**src/rtl/ipc_mbx_pkg.sv**
```systemverilog
package ipc_mbx_pkg;
   localparam int ADDR_W = 12;
   localparam int BUS_W  = 32;

   localparam logic [ADDR_W-1:0] OFS_REV     = 12'h000;
   localparam logic [ADDR_W-1:0] OFS_SYSCFG  = 12'h010;
   localparam logic [ADDR_W-1:0] OFS_SYSSTAT = 12'h014;
   localparam logic [ADDR_W-1:0] OFS_MSG     = 12'h040;
   localparam logic [ADDR_W-1:0] OFS_FSTAT   = 12'h080;
   localparam logic [ADDR_W-1:0] OFS_MSTAT   = 12'h0C0;
   localparam logic [ADDR_W-1:0] OFS_ISTAT   = 12'h100;
   localparam logic [ADDR_W-1:0] OFS_IEN     = 12'h104;

   localparam logic [BUS_W-1:0] SYSCFG_MASK = 32'h0000_0011;

   function automatic logic [ADDR_W-1:0] msg_ofs(input int m);
      return OFS_MSG + ADDR_W'(4 * m);
   endfunction

   function automatic logic [ADDR_W-1:0] fstat_ofs(input int m);
      return OFS_FSTAT + ADDR_W'(4 * m);
   endfunction

   function automatic logic [ADDR_W-1:0] mstat_ofs(input int m);
      return OFS_MSTAT + ADDR_W'(4 * m);
   endfunction

   function automatic logic [ADDR_W-1:0] istat_ofs(input int u);
      return OFS_ISTAT + ADDR_W'(8 * u);
   endfunction

   function automatic logic [ADDR_W-1:0] ien_ofs(input int u);
      return OFS_IEN + ADDR_W'(8 * u);
   endfunction
endpackage

```
**src/rtl/ipc_mbx_queue.sv**
```systemverilog
module ipc_mbx_queue #(
   parameter int DEPTH = 4,
   parameter int DW    = 32,
   parameter int CW    = $clog2(DEPTH + 1)
) (
   input  logic          clk,
   input  logic          rst_n,
   input  logic          push,
   input  logic          pop,
   input  logic [DW-1:0] wdata,
   output logic [DW-1:0] rdata,
   output logic [CW-1:0] count,
   output logic          full,
   output logic          ev_new,
   output logic          ev_notfull
);
   localparam int PW = (DEPTH > 1) ? $clog2(DEPTH) : 1;

   logic [DW-1:0] mem [DEPTH];
   logic [PW-1:0] wr_ptr, rd_ptr;
   logic          do_push, do_pop;

   // a dequeue only acts on stored data; a coincident dequeue frees a slot
   assign do_pop  = pop && (count != '0);
   assign do_push = push && (!full || do_pop);
   assign full    = (count == CW'(DEPTH));
   assign rdata   = (count != '0) ? mem[rd_ptr] : '0;

   assign ev_new     = do_push;
   assign ev_notfull = do_pop && !do_push && full;

   always_ff @(posedge clk or negedge rst_n) begin
      if (!rst_n) begin
         wr_ptr <= '0;
         rd_ptr <= '0;
         count  <= '0;
      end else begin
         if (do_push) wr_ptr <= wr_ptr + 1'b1;
         if (do_pop)  rd_ptr <= rd_ptr + 1'b1;
         count <= count + CW'(do_push) - CW'(do_pop);
      end
   end

   always_ff @(posedge clk) begin
      if (do_push) mem[wr_ptr] <= wdata;
   end
endmodule

```
**src/rtl/ipc_mbx_irq_bank.sv**
```systemverilog
module ipc_mbx_irq_bank #(
   parameter int NB = 8
) (
   input  logic          clk,
   input  logic          rst_n,
   input  logic [NB-1:0] set_ev,
   input  logic          clr_wr,
   input  logic          en_wr,
   input  logic [NB-1:0] wdata,
   output logic [NB-1:0] status,
   output logic [NB-1:0] enable,
   output logic          irq
);
   logic [NB-1:0] clr_mask;

   assign clr_mask = clr_wr ? wdata : '0;
   assign irq      = |(status & enable);

   // a hardware event in the same cycle as a clear keeps the bit set
   always_ff @(posedge clk or negedge rst_n) begin
      if (!rst_n) begin
         status <= '0;
         enable <= '0;
      end else begin
         status <= (status & ~clr_mask) | set_ev;
         if (en_wr) enable <= wdata;
      end
   end
endmodule

```
**src/rtl/ipc_mailbox.sv**
```systemverilog
module ipc_mailbox
   import ipc_mbx_pkg::*;
#(
   parameter int          NUM_BOX  = 4,
   parameter int          NUM_USER = 4,
   parameter int          DEPTH    = 4,
   parameter int          DW       = 32,
   parameter logic [31:0] REV_ID   = 32'h0000_0201
) (
   input  logic                clk,
   input  logic                rst_n,
   input  logic [11:0]         bus_addr,
   input  logic                bus_wr,
   input  logic [31:0]         bus_wdata,
   input  logic                bus_rd,
   output logic [31:0]         bus_rdata,
   output logic [NUM_USER-1:0] irq
);
   localparam int NB = 2 * NUM_BOX;
   localparam int CW = $clog2(DEPTH + 1);

   if (DEPTH < 2 || (DEPTH & (DEPTH - 1)) != 0) begin : g_chk_depth
      $error("queue depth must be a power of two, at least 2");
   end
   if (NUM_BOX < 1 || NUM_BOX > 16) begin : g_chk_box
      $error("mailbox count must be between 1 and 16");
   end
   if (NUM_USER < 1 || NUM_USER > 32) begin : g_chk_user
      $error("user count must be between 1 and 32");
   end
   if (DW < 1 || DW > BUS_W) begin : g_chk_dw
      $error("message width must fit the bus");
   end

   logic [NUM_BOX-1:0][DW-1:0] q_data;
   logic [NUM_BOX-1:0][CW-1:0] box_cnt;
   logic [NUM_BOX-1:0]         q_full;
   logic [NB-1:0]              box_ev;
   logic [NUM_USER-1:0][NB-1:0] usr_stat;
   logic [NUM_USER-1:0][NB-1:0] usr_en;
   logic [BUS_W-1:0]           cfg_q;
   logic                       rst_done;
   logic [BUS_W-1:0]           rd_mux;

   for (genvar m = 0; m < NUM_BOX; m++) begin : g_box
      logic hit, ev_new, ev_nf;
      assign hit = (bus_addr == msg_ofs(m));

      ipc_mbx_queue #(.DEPTH(DEPTH), .DW(DW), .CW(CW)) u_queue (
         .clk       (clk),
         .rst_n     (rst_n),
         .push      (bus_wr && hit),
         .pop       (bus_rd && hit),
         .wdata     (bus_wdata[DW-1:0]),
         .rdata     (q_data[m]),
         .count     (box_cnt[m]),
         .full      (q_full[m]),
         .ev_new    (ev_new),
         .ev_notfull(ev_nf)
      );

      assign box_ev[2*m]   = ev_new;
      assign box_ev[2*m+1] = ev_nf;
   end

   for (genvar u = 0; u < NUM_USER; u++) begin : g_user
      ipc_mbx_irq_bank #(.NB(NB)) u_bank (
         .clk   (clk),
         .rst_n (rst_n),
         .set_ev(box_ev),
         .clr_wr(bus_wr && (bus_addr == istat_ofs(u))),
         .en_wr (bus_wr && (bus_addr == ien_ofs(u))),
         .wdata (bus_wdata[NB-1:0]),
         .status(usr_stat[u]),
         .enable(usr_en[u]),
         .irq   (irq[u])
      );
   end

   always_ff @(posedge clk or negedge rst_n) begin
      if (!rst_n) begin
         cfg_q    <= '0;
         rst_done <= 1'b0;
      end else begin
         rst_done <= 1'b1;
         if (bus_wr && bus_addr == OFS_SYSCFG) cfg_q <= bus_wdata & SYSCFG_MASK;
      end
   end

   always_comb begin
      rd_mux = '0;
      if (bus_addr == OFS_REV)     rd_mux = REV_ID;
      if (bus_addr == OFS_SYSCFG)  rd_mux = cfg_q;
      if (bus_addr == OFS_SYSSTAT) rd_mux = {{(BUS_W-1){1'b0}}, rst_done};
      for (int m = 0; m < NUM_BOX; m++) begin
         if (bus_addr == msg_ofs(m))   rd_mux = BUS_W'(q_data[m]);
         if (bus_addr == fstat_ofs(m)) rd_mux = {{(BUS_W-1){1'b0}}, q_full[m]};
         if (bus_addr == mstat_ofs(m)) rd_mux = BUS_W'(box_cnt[m]);
      end
      for (int u = 0; u < NUM_USER; u++) begin
         if (bus_addr == istat_ofs(u)) rd_mux = BUS_W'(usr_stat[u]);
         if (bus_addr == ien_ofs(u))   rd_mux = BUS_W'(usr_en[u]);
      end
   end

   always_ff @(posedge clk or negedge rst_n) begin
      if (!rst_n)      bus_rdata <= '0;
      else if (bus_rd) bus_rdata <= rd_mux;
   end
endmodule

```
**config.mk**
```make
export PLATFORM = sky130hd
export DESIGN_NAME = ipc_mailbox
export DESIGN_NICKNAME = d
export VERILOG_FILES = /design/src/rtl/ipc_mbx_pkg.sv /design/src/rtl/ipc_mbx_queue.sv /design/src/rtl/ipc_mbx_irq_bank.sv /design/src/rtl/ipc_mailbox.sv
export SDC_FILE = /design/constraint.sdc
export NUM_CORES = 1
export LEC_CHECK = 0
export ABC_CLOCK_PERIOD_IN_PS = 4200
export BUFFER_PORTS_ARGS = -buffer_cell sky130_fd_sc_hd__buf_2
export CAP_MARGIN = 10
export CELL_PAD_IN_SITES_DETAIL_PLACEMENT = 1
export CELL_PAD_IN_SITES_GLOBAL_PLACEMENT = 1
export CORE_MARGIN = 1.5
export CORE_UTILIZATION = 54
export DETAILED_ROUTE_END_ITERATION = 12
export GPL_TIMING_DRIVEN = 0
export PLACE_DENSITY = 0.87
export SYNTH_ARGS = -nofsm -noshare
export SYNTH_HDL_FRONTEND = slang
export SYNTH_SLANG_ARGS = --single-unit
export TNS_END_PERCENT = 1
```
**constraint.sdc**
```tcl
create_clock -name clk -period 4.2 [get_ports clk]
set_clock_uncertainty 0.2 [all_clocks]
set_input_delay 0.84 -clock clk [delete_from_list [all_inputs] [get_ports clk]]
set_output_delay 0.84 -clock clk [all_outputs]
set_load 0.02 [all_outputs]
```
Word-level counts from Yosys, hierarchy flattened --
Memory sizes are Yosys's and may differ from the RTL's. Index checks and enable logic that the tools add are counted.
Word-level totals: register bits after elaboration 127, bits in writable memories 512, input bits 48, output and inout port bits 36, logic and storage cells 178, memories 4
Operators by class: $add $sub $neg 16, eq/ne operators 26, mux-type cells 39, bitwise gates (word level) 16, reductions and logical operators 54
Memories:
- g_box[0].u_queue.mem | depth 4, bits a word 32, rd ports 1, clocked after memory_dff 0, write ports 1, RTL line ipc_mbx_queue.sv:19 | logic [DW-1:0] mem [DEPTH];
- g_box[1].u_queue.mem | depth 4, bits a word 32, rd ports 1, clocked after memory_dff 0, write ports 1, RTL line ipc_mbx_queue.sv:19
- g_box[2].u_queue.mem | depth 4, bits a word 32, rd ports 1, clocked after memory_dff 0, write ports 1, RTL line ipc_mbx_queue.sv:19
- g_box[3].u_queue.mem | depth 4, bits a word 32, rd ports 1, clocked after memory_dff 0, write ports 1, RTL line ipc_mbx_queue.sv:19
Operators by type and width (count):
- 32-bit two-way mux | 24
- 12-bit by 8-bit equality test with 1-bit output, second input constant | 8
- 12-bit by 9-bit equality test with 1-bit output, second input constant | 8
- 8-bit bitwise AND | 8
- 12-bit by 7-bit equality test with 1-bit output, second input constant | 4
- 1-bit logical AND | 33
- 8-bit two-way mux | 4
- 8-bit NOT | 4
- 8-bit OR | 4
- 8-bit OR reduction | 4
- 10-bit two-way mux | 3
- 12-bit by 5-bit equality test with 1-bit output, second input constant | 2
- 2-bit by 1-bit adder with 2-bit output, second input constant | 8
- 3-bit by 1-bit adder with 3-bit output | 4
- 3-bit equality test, second input constant | 4
- 12-bit zero test | 1
- 3-bit nonzero test | 4
- 3-bit by 1-bit subtractor with 3-bit output | 4
- 1-bit zero test | 8
- 1-bit two-way mux | 8
- 1-bit logical OR | 4

Logic depth before layout (Yosys ltp) --
depth after elaboration 24, mapped depth 13, mapped depth without buffers 11

Cells and area by module --
From an unflattened synthesis, not the netlist that was laid out.
Unflattened totals: cell total of the unflattened synthesis 1618, area total of the unflattened synthesis 27272.4 µm²
Modules (own cells, without submodules):
- ipc_mbx_queue | times used 4, cells each 243, area each 5270.1 µm², sequential area each 4018.9 µm²
- ipc_mailbox | times used 1, cells each 458, area each 3539.6 µm², sequential area each 875.8 µm²
- ipc_mbx_irq_bank | times used 4, cells each 47, area each 663.1 µm², sequential area each 400.4 µm²

Worst setup path after synthesis --
Ideal clock, no wire load.
path kind input -> register, start in bus_addr[1], end mem g_box[2].u_queue.mem[0][0] (enable), library setup time 392 ps, arrival 2907 ps, required time 3608 ps, setup slack 701 ps, stages on the path 7, path buffers 3, path through buf_2 nor4b_1 buf_2 nand2_1 nor3_1 buf_2 and2_1
On the way: word-level cells in the longest chain between the ends 7, elaborated cells between the ends (all ways) 8, those cells by class eq/ne (1); mux (2); reduce/logical (5)
Ends and longest elaborated chain:
- start, declared | RTL line ipc_mailbox.sv:12 | input logic [11:0] bus_addr,
- 12-bit by 7-bit equality test with 1-bit output * | RTL line ipc_mailbox.sv:47 | assign hit = (bus_addr == msg_ofs(m));
- 1-bit logical AND | RTL line ipc_mailbox.sv:53 | .pop (bus_rd && hit),
- 1-bit logical AND | RTL line ipc_mbx_queue.sv:24 | assign do_pop = pop && (count != '0);
- 1-bit logical OR | RTL line ipc_mbx_queue.sv:25 | assign do_push = push && (!full || do_pop);
- 1-bit logical AND * | RTL line ipc_mbx_queue.sv:25
- via g_box[2].ev_new | RTL line ipc_mailbox.sv:46 | logic hit, ev_new, ev_nf;
- 1-bit two-way mux * | RTL line ipc_mbx_queue.sv:45 | if (do_push) mem[wr_ptr] <= wdata;
- 1-bit two-way mux (not written as such) * | RTL line ipc_mbx_queue.sv:45
- end, declared | RTL line ipc_mbx_queue.sv:19
The timed path passes the listed nets; every way through them passes the cells marked *.

Worst setup path in the final report --
start in bus_addr[9], end mem g_box[2].u_queue.mem[1][18] (enable)
Same word-level chain as after synthesis.

==> reports/summary.txt <==
========================================================================================
Wire length of the first global-routing pass                                   116000 um
Clock tree root buffer cell                                                    clkbuf_16
Ratio of cells with drive above 1 in the final layout                              28.5%
Die X                                                                             223 um
Max stage delay on crit path                                                     0.91 ns
Resized Gates After CTS                                                                0
Most frequent cell on the critical path                                            buf_2
Yosys warning total                                                                    0
Total of max-cap violations                                                            0
Worst slew margin                                                                  20.4%
Non-filler instance count after layout                                              2295
Antenna-violating nets left                                                            0
Maximum number of pins on one net before global-route repair                          66
Sequential element share of the synthesized area                                   71.1%
Clock buffer depth                                                                     3
EDFF count, synth                                                                    512
Number of clock sinks seen by CTS                                                    639
Footprint of the multi-input gates                                            6930 sq um
Post-route cell area                                                         29900 sq um
Die Y                                                                             223 um
Required time of the critical path                                               4.31 ns
Hold crit path type                                                             in2async
Vias after detailed routing                                                        15500
Sequential standard cell area                                                18600 sq um
Placed cell count                                                                   2173
Overall overflow remaining after global route                                          0
Port Buf Inserts                                                                      79
Biggest fanout along the worst timing path                                            20
Pre-antenna DRT Iters                                                                  6
Initial antenna violation count                                                        2
Maximum level of the CTS H-tree                                                        3
RSZ-0062 raised after global routing                                               false
Total track usage                                                                  32.8%
Cell chain of the critical path                                             buf_2, nor4_1, buf_2, nand2_1, nor3_1, buf_2, and2_2, buf_12
Gate Count Post-Synth                                                               1462
Highest achievable clock rate                                                    239 MHz
Worst slack at placement                                                       -0.348 ns
Area of the core region                                                      47700 sq um
Post-synthesis net count                                                            1538
Violation count after the first detailed-route iteration                            1768
Clk pin slew, worst setup/hold paths                                             0.06 ns
Area added between synthesis and finish                                            14.5%
Outcome                                                                        completed
Number of buffers added to fix hold violations after cts                               0
Average cell area after synthesis                                             17.9 sq um
Final wirelength                                                                78700 um
Antenna diode count                                                                    0
Cell area after placement                                                    27600 sq um
Final-layout fill cell count                                                        4066
Slowest stage cell, crit path                                                     nor3_1
Sort of element at the start of the critical path                              input pin
TritonCTS clock tree                                                               built
Count of unresolved DRC violations after routing                                       0
Post-detailed-route wirelength per cell                                          34.3 um
Vias per std cell                                                                   6.76
Number of hold violations in the final report                                          0
Top flip-flop cell by instance count after synthesis                            edfxtp_1
Post-synth design cell area                                                  26100 sq um
Synth cell types                                                                      75
Post-CTS setup repair buffer count                                                     0
Count of nets after finishing                                                       1702
Cell types occupying the most area after synthesis                          edfxtp_1 (59%), dfrtp_1 (12%), mux4_2 (11%)
Ys async rst share                                                                 19.9%
Post-DP HPWL                                                                    48900 um
Final count of pins violating max slew                                                 0
Critical path class                                                               in2reg
GP Congestion                                                                      0.935
Number of storage elements in the synthesis netlist                                  639
Cell Pwr Density                                                             446 nW/um^2
Post-route worst setup slack                                                   0.0147 ns
Yosys top cell area share                                                          58.9%
Worst setup EP type                                                                 flop
Num ports                                                                             84
Clock buffer count from CTS                                                           66
Reported leakage power                                                           10.7 nW
Via count of the first global-routing pass                                         16800
Maximum vdd ir drop                                                               606 uV
Starting density of the core                                                       54.7%
Worst slew pin tran                                                              1.19 ns
Number of endpoints failing setup at the final stage                                   0
Minimum clock period                                                             4.19 ns
Clock latency on the worst-skew pair                                             0.62 ns
Portion of the clock cycle consumed by the worst path in the final layout          99.6%
Cell accounting for the most synthesized area                                   edfxtp_1
Placement row count                                                                   80
Die area                                                                     49700 sq um
Arrival time of data at the critical path endpoint                               4.30 ns
========================================================================================
-- cell usage after synthesis, types with 5 or more instances --
cell type    n
edfxtp_1   512
mux4_2     128
dfrtp_1    127
nand2_1     79
buf_2       55
inv_1       53
mux2_2      34
o22ai_1     34
o21ai_0     33
a21oi_1     31
clkbuf_1    29
a22o_1      28
a21o_1      27
a221oi_1    25
a22oi_1     25
ha_1        24
nor2_1      24
and2_1      21
nand3_1     17
xnor2_1     16
mux2i_1     11
buf_4        6
nor2b_1      6
nor3_1       6
o221ai_1     6
and3_1       5
nand2b_1     5
nand4_1      5
-- kinds of logic (layout without fill, tap and decap cells) --
family	after synthesis	after routing	share of synthesized area (%)
fa+ha+maj	28	28	1.46
flops	639	639	71.1
xor+xnor	20	20	0.671
buf+inv	145	363	2.49
mux	173	173	12.9
compound gates	244	244	6.70
simple gates	212	212	4.68
other cells	1	1	0.0144
-- per-layer routing --
metal	global-route usage [%]	up-vias	share of wire [%]	wire [um]
li1	-	6165	-	-
met1	41.5	8058	36	28300
met2	54.9	1017	50	39500
met3	6.62	269	8.7	6870
met4	15.7	4	5.2	4060
met5	0	-	0.029	23
-- registers in the layout, indices dropped and copies added (netlist names) --
| signal | count |
|---|---|
| bus_rdata | 32 |
| g_user.u_bank.status | 32 |
| g_box.u_queue.mem | 512 |
| g_box.u_queue.rd_ptr | 8 |
| g_box.u_queue.count | 12 |
| rst_done | 1 |
| g_box.u_queue.wr_ptr | 8 |
| cfg_q | 2 |
| g_user.u_bank.enable | 32 |
-- metrics by stage --
stage / util (%) / setup TNS, ns / hold WS, ns / power, mW
6_report: 62.6 / 0 / 0.0493 / 13.3
5_1_grt: 62.6 / 0 / 0.0802 / 13.6
4_1_cts: 62.6 / 0 / 0.0532 / 13.4
3_5_place_dp: 57.9 / -25.91 / 0.294 / 7.36
3_3_place_gp: 57.1 / -398.17 / 0.276 / 7.33
2_1_floorplan: - / 0 / 0.258 / 7.16
-- placed cells by master, fill, tap and decap left out, types with 11 or more instances in the layout --
cell | Yosys | routed
clkbuf_1 | 29 | 37
edfxtp_1 | 512 | 512
inv_1 | 53 | 53
clkbuf_16 | 0 | 67
dfrtp_1 | 127 | 127
ha_1 | 24 | 24
mux4_2 | 128 | 128
clkbuf_8 | 0 | 14
o21ai_0 | 33 | 33
mux2i_1 | 11 | 11
clkinv_2 | 0 | 18
xnor2_1 | 16 | 16
nand2_1 | 79 | 79
a22o_1 | 28 | 28
nand3_1 | 17 | 17
o22ai_1 | 34 | 34
mux2_2 | 34 | 34
and2_2 | 0 | 16
buf_12 | 0 | 16
buf_2 | 55 | 133
nor2_1 | 24 | 24
a21o_1 | 27 | 27
a22oi_1 | 25 | 25
a21oi_1 | 31 | 31
a221oi_1 | 25 | 25
-- power by group --
part | total (mW) | switching [mW] | internal (mW) | leakage (nW)
Sequential | 6.89 | 0.0297 | 6.86 | 6.28
Combinational | 0.346 | 0.249 | 0.0965 | 3.26
Clock | 6.10 | 2.63 | 3.48 | 1.13
-- final timing paths --
path / depth (start not counted) / slack [ns] / startpoint / endpoint
worst max-delay path: 8 / 0.01 / bus_addr[9] / g_box[2].u_queue.mem[1][18]
worst min register to register: 2 / 0.31 / g_user[3].u_bank.status[7] / g_user[3].u_bank.status[7]
max in group asynchronous: 2 / 2.91 / rst_n / g_box[1].u_queue.rd_ptr[0]
worst min-delay path: 1 / 0.05 / rst_n / g_user[3].u_bank.enable[3]
worst max register to register: 12 / 0.50 / g_box[2].u_queue.count[1] / g_box[2].u_queue.count[2]
min in group clk: 2 / 0.31 / g_user[3].u_bank.status[7] / g_user[3].u_bank.status[7]
-- worst max-delay path, delay by kind of cell --
kind / cells / cell delay [ns]
AND/OR/NAND/NOR: 4 / 2.21
buffers and inverters: 4 / 1.20
-- final cells by class --
class	instances	share of cell area (%)
timing repair buffer	96	2.51
tap	615	2.57
clock buffer	89	6.35
clock inverter	33	1.19
sequential	639	62.0
buffer	92	1.51
inverter	53	0.665
multi-input combinational	678	23.2
(Power assumes the default switching activity.)
